--- src/rtl/biquin_pkg.sv ---
// Package: shared types of the bi-quinary decade counter.
// Assumes: a one-bit mode input is cast to chain_mode_e at the top.
package biquin_pkg;

    // Order in which the two sections are chained.
    typedef enum logic {
        CHAIN_BCD = 1'b0,   // two-stage bit drives the five-stage section
        CHAIN_SYM = 1'b1    // five-stage wrap drives the two-stage bit
    } chain_mode_e;

endpackage

--- src/rtl/bq_binary_stage.sv ---
// Module: bq_binary_stage
// A single divide-by-two storage bit. It inverts on each edge where step
// is high and holds otherwise. Reset loads 1.
// Assumes: step is already qualified by the chain controller.
module bq_binary_stage (
    input  logic clk,
    input  logic rst_n,
    input  logic step,
    output logic q
);

    // Storage bit: reset to one, invert on step.
    always_ff @(posedge clk) begin
        if (!rst_n) begin
            q <= 1'b1;
        end else if (step) begin
            q <= ~q;
        end
    end

    AST_BIN_TOGGLE: assert property (@(posedge clk) disable iff (!rst_n)
        step |=> (q != $past(q))) else $error("binary stage missed a toggle");

    AST_BIN_HOLD: assert property (@(posedge clk) disable iff (!rst_n)
        (!step && rst_n) |=> $stable(q)) else $error("binary stage moved without step");

endmodule

--- src/rtl/bq_quinary_stage.sv ---
// Module: bq_quinary_stage
// A divide-by-MOD counter with a binary-coded state. On step it advances
// 0..MOD-1 and wraps to 0. Any code at or above MOD-1 loads 0, so codes
// that are out of range leave the sequence after one step. Reset loads all
// ones. at_last flags the code MOD-1, from which a step produces a carry.
// Assumes: MOD >= 2 and step is qualified by the chain controller.
module bq_quinary_stage #(
    parameter int MOD = 5,
    localparam int W  = (MOD > 2) ? $clog2(MOD) : 1
) (
    input  logic         clk,
    input  logic         rst_n,
    input  logic         step,
    output logic [W-1:0] q,
    output logic         at_last
);

    localparam logic [W-1:0] LAST_CODE = W'(MOD - 1);

    // Flag for the code from which a step wraps with a carry.
    always_comb begin
        at_last = (q == LAST_CODE);
    end

    // State register: all ones on reset, advance or recover to zero on step.
    always_ff @(posedge clk) begin
        if (!rst_n) begin
            q <= '1;
        end else if (step) begin
            if (q >= LAST_CODE) begin
                q <= '0;
            end else begin
                q <= q + 1'b1;
            end
        end
    end

    AST_QUI_LEGAL: assert property (@(posedge clk) disable iff (!rst_n)
        step |=> (q < W'(MOD))) else $error("quinary code out of range after step");

    AST_QUI_NEXT: assert property (@(posedge clk) disable iff (!rst_n)
        (step && $past(rst_n) && (q < LAST_CODE)) |=> (q == $past(q) + 1'b1))
        else $error("quinary code skipped");

    AST_QUI_HOLD: assert property (@(posedge clk) disable iff (!rst_n)
        (!step && rst_n) |=> $stable(q)) else $error("quinary code moved without step");

endmodule

--- src/rtl/bq_chain_ctrl.sv ---
// Module: bq_chain_ctrl
// Builds the per-edge step strobes of both sections from the external
// enables and the cascade carry. The chain order follows the mode. The
// cascade carry acts on the same edge that produces it. Also registers
// the terminal-count strobe.
// Assumes: mode may change on any cycle and is combinational here.
module bq_chain_ctrl
    import biquin_pkg::*;
(
    input  logic        clk,
    input  logic        rst_n,
    input  chain_mode_e mode,
    input  logic        en_bin,
    input  logic        en_qui,
    input  logic        bin_q,
    input  logic        qui_last,
    output logic        bin_step,
    output logic        qui_step,
    output logic        tc
);

    logic bin_fall;
    logic qui_wrap;
    logic tc_next;

    // Step strobes and cascade carry for the selected chaining order.
    always_comb begin
        bin_fall = 1'b0;
        qui_wrap = 1'b0;
        tc_next  = 1'b0;
        if (mode == CHAIN_BCD) begin
            bin_step = en_bin;
            bin_fall = bin_step & bin_q;
            qui_step = en_qui | bin_fall;
            tc_next  = bin_fall & qui_last;
        end else begin
            qui_step = en_qui;
            qui_wrap = qui_step & qui_last;
            bin_step = en_bin | qui_wrap;
            bin_fall = bin_step & bin_q;
            tc_next  = bin_fall;
        end
    end

    // Terminal-count register: cleared by reset, one cycle per decade end.
    always_ff @(posedge clk) begin
        if (!rst_n) begin
            tc <= 1'b0;
        end else begin
            tc <= tc_next;
        end
    end

    AST_TC_SINGLE: assert property (@(posedge clk) disable iff (!rst_n)
        tc |=> !tc) else $error("terminal count held longer than one cycle");

    AST_SYM_CASCADE: assert property (@(posedge clk) disable iff (!rst_n)
        (mode == CHAIN_SYM && qui_step && qui_last) |-> bin_step)
        else $error("symmetric mode lost the quinary carry");

    AST_BCD_CASCADE: assert property (@(posedge clk) disable iff (!rst_n)
        (mode == CHAIN_BCD && bin_step && bin_q) |-> qui_step)
        else $error("BCD mode lost the binary carry");

endmodule

--- src/rtl/biquin_decade_counter.sv ---
// Module: biquin_decade_counter (top)
// A decade counter built from a divide-by-two bit and a divide-by-QUI_MOD
// section. The mode input chooses the chain order: BCD readout or a
// symmetric divide-by-ten on q_bin. Reset is synchronous and active-low,
// and it drives all count bits high.
// Assumes: a single clock domain. Inputs are synchronous to clk.
module biquin_decade_counter
    import biquin_pkg::*;
#(
    parameter int QUI_MOD = 5,
    localparam int QUI_W  = (QUI_MOD > 2) ? $clog2(QUI_MOD) : 1
) (
    input  logic             clk,
    input  logic             rst_n,
    input  logic             mode,
    input  logic             en_bin,
    input  logic             en_qui,
    output logic             q_bin,
    output logic [QUI_W-1:0] q_qui,
    output logic             tc
);

    chain_mode_e mode_e;
    logic        bin_step;
    logic        qui_step;
    logic        qui_last;

    // Cast the raw mode pin to the shared enum.
    always_comb begin
        mode_e = chain_mode_e'(mode);
    end

    bq_chain_ctrl u_ctrl (
        .clk      (clk),
        .rst_n    (rst_n),
        .mode     (mode_e),
        .en_bin   (en_bin),
        .en_qui   (en_qui),
        .bin_q    (q_bin),
        .qui_last (qui_last),
        .bin_step (bin_step),
        .qui_step (qui_step),
        .tc       (tc)
    );

    bq_binary_stage u_bin (
        .clk   (clk),
        .rst_n (rst_n),
        .step  (bin_step),
        .q     (q_bin)
    );

    bq_quinary_stage #(.MOD(QUI_MOD)) u_qui (
        .clk     (clk),
        .rst_n   (rst_n),
        .step    (qui_step),
        .q       (q_qui),
        .at_last (qui_last)
    );

    // Track a reset edge so that the state after it can be checked.
    logic rst_seen;
    always_ff @(posedge clk) begin
        rst_seen <= !rst_n;
        if (rst_seen) begin
            AST_RESET_ONES: assert (q_bin && (q_qui == '1) && !tc)
                else $error("reset did not set count bits high");
        end
    end

endmodule

--- config.mk ---
export PLATFORM = sky130hd
export DESIGN_NAME = biquin_decade_counter
export DESIGN_NICKNAME = d
export VERILOG_FILES = /design/src/rtl/biquin_pkg.sv /design/src/rtl/bq_binary_stage.sv /design/src/rtl/bq_quinary_stage.sv /design/src/rtl/bq_chain_ctrl.sv /design/src/rtl/biquin_decade_counter.sv
export SDC_FILE = /design/constraint.sdc
export NUM_CORES = 1
export LEC_CHECK = 0
export BUFFER_PORTS_ARGS = -buffer_cell sky130_fd_sc_hd__buf_4
export CORE_AREA = 5 5 42 44
export CTS_BUF_LIST = sky130_fd_sc_hd__clkbuf_8
export CTS_CLUSTER_DIAMETER = 200
export DETAILED_ROUTE_END_ITERATION = 8
export DIE_AREA = 0 0 47 49
export GPL_ROUTABILITY_DRIVEN = 0
export GPL_TIMING_DRIVEN = 0
export PLACE_DENSITY = 0.41
export SYNTH_ARGS = -nofsm -noshare
export SYNTH_HDL_FRONTEND = slang
export SYNTH_SLANG_ARGS = --single-unit
--- constraint.sdc ---
create_clock -name clk -period 1.4 [get_ports clk]
set_clock_uncertainty 0.15 [all_clocks]
set_input_delay 0.21 -clock clk [delete_from_list [all_inputs] [get_ports clk]]
set_output_delay 0.21 -clock clk [all_outputs]
set_load 0.005 [all_outputs]
==> impl_metrics.ini <==
[routing]
vias = 241
wire_per_inst_um = 9.36
drt_iter0_drc = 0
remaining_drc_errors = 0
firstDrtPassIters = 1
vias_per_cell = 4.30
ant_nets = 0
drt_wl_total_um = 524

[timing]
min_period_ns = 1.30
setup-violations-final = 0
fmax_mhz = 771
fin_crit_sh_pct = 92.7
finalSetupTns_ns = 0
hold_viol = 0
worst_pin_slew_ns = 0.261
maxSlewViolCount = 0
slew-limit-headroom_pct = 82.5
rsz0062_at_grt = false

[logic_synthesis]
ys_warn_count = 0
synthCells = 27
ys_seq_elements = 5
yosysSeqAreaShare_pct = 38.8
syn_area_um2 = 258
synth_nets = 34
syn_avg_cell_area_um2 = 9.55
yosys.cell_types.count = 16

[global_routing]
groute.usage.overall_pct = 5.97
grt.overflow.total = 0
grt_pass1_wl_um = 931
grt_max_degree = 9
antenna_found_initial = 0
grt_pass1_vias = 240

[setup_path]
crit_required_ns = 1.36
worstSetupStartpointType = register
critical_path.max_fanout = 4
crit_arrival_ns = 1.26
r2r_setup_slack_ns = 0.10
timing_worst_setup_path_type = reg -> reg
r2r-end = u_bin.q
r2r_start = u_qui.q[0]
worstSetupEndpointType = register
r2r_cells = 5

[pwr]
power_density_mw_per_mm2 = 1300
leakagePower_nw = 0.178
peakVddDrop_mv = 0.470

[finish]
fin_area_um2 = 392
final_cell_mix = buf_4, dfxtp_1
drive_gt1_share_pct = 40.0
synthToLayoutAreaGrowth_pct = 51.9
diodes = 0
final_util_pct = 27.9
n_fill_cell = 158
fin_nets = 48
layout.cells.most_common = buf_4

[clock_network]
numCtsBuffers = 3
clock-root-buffer = clkbuf_8
cts_setup_buffers = 0
cts_tree = done
clk_pin_slew_ns = 0.03
ctsHtreeMaxLevel = 1
clock_path_buffers = 2
clk_latency_ns = 0.22
cts.sinks = 5

[die]
dieWidth_um = 47
num_rows = 14
die_h_um = 49
start_util_pct = 18.4
ios = 10
dieArea_mm2 = 0.00230
core-area_mm2 = 0.00140

[placement]
placed_area_um2 = 345
dp_hpwl_um = 433
portBuffers = 9

[worst_hold_path]
holdPathEnd = u_bin.q
worst_hold_path_type = in -> reg
holdCritStartpoint = rst_n
min_path_cells = 2

[outcome]
outcome = completed

[job]
maxCapViolCount = 0
[where the power goes]
group	internal, mW	switching [mW]	leakage (nW)
logic	0.0461	0.0326	0.109
registers	0.158	0.0151	0.0416
clock network	0.188	0.0683	0.0269
[registers in the layout (all words and copies together) (netlist names)]
signal / flops
u_ctrl.tc: 1
u_qui.q: 3
u_bin.q: 1
[through the flow]
step                      std cells  setup slack [ns]  total power, mW  hold WS (ns)
after detailed placement         52            0.0404            0.256         0.279
after global routing             56            0.0268            0.545        0.0556
after global placement           52            0.0618            0.254         0.273
after CTS                        56            0.0455            0.514        0.0475
final                            56             0.103            0.508        0.0459
after floorplan                  27             0.107            0.212         0.122
[kinds of logic (layout without fill, tap and decap cells)]
kind of cell / after synthesis / after routing / share of synthesized area, %
compound gates: 9 / 9 / 27.2
buf+inv: 2 / 15 / 2.91
flops: 5 / 5 / 38.8
simple gates: 8 / 8 / 18.0
xor+xnor: 1 / 1 / 3.40
fa+ha+maj: 2 / 2 / 9.71
[per-layer routing]
metal / wire [µm] / up-vias / global-route usage, %
met2: 229 / 8 / 7.92
met4: 32 / 0 / 8.29
met5: 0 / - / 0
li1: - / 124 / -
met3: 27 / 4 / 1.11
met1: 235 / 105 / 6.33
[worst max-delay path, stage by stage, from the launching register on]
cell and delay [ns]:
dfxtp_2 0.34, inv_1 0.06, ha_1 0.20, a41oi_1 0.22, xor2_1 0.16, nand2_1 0.06
[layout make-up]
class	count	area, µm²	share of cell area (%)
clock buffer	3	41.3	10.5
clock inverter	1	3.75	0.958
inverter	2	7.51	1.92
multi-input combinational	20	150	38.3
sequential	5	101	25.9
tap	16	20.0	5.11
timing repair buffer	9	67.6	17.3
[repair_timing]
item / 4_1_cts / 5_1_grt
endpoints found under the setup margin: 0 / 2
resized for setup: 0 / 1
hold buffers: 0 / 0
[worst max-delay path by stage]
stage,startpoint,to,cells past startpoint
floorplan,u_qui.q[0],u_bin.q,5
global placement,u_qui.q[0],u_bin.q,5
detailed placement,u_qui.q[0],u_bin.q,5
CTS,u_qui.q[0],u_bin.q,5
global route,u_qui.q[0],u_bin.q,5
finish,u_qui.q[0],u_bin.q,5
[Yosys cell counts]
master	count	area, µm²
inv_1	2	7.51
and3_1	1	6.26
o221ai_2	1	15.0
dfxtp_1	5	100
and3b_4	1	12.5
nand2b_1	1	6.26
nand2_1	3	11.3
nor2b_1	1	6.26
o21ai_2	1	8.76
xor2_1	1	8.76
a21oi_1	1	5.00
nor2_1	1	3.75
ha_1	2	25.0
a41oi_1	1	8.76
o311ai_1	2	17.5
o21ai_0	3	15.0
Power figures use the tool's default switching activity.
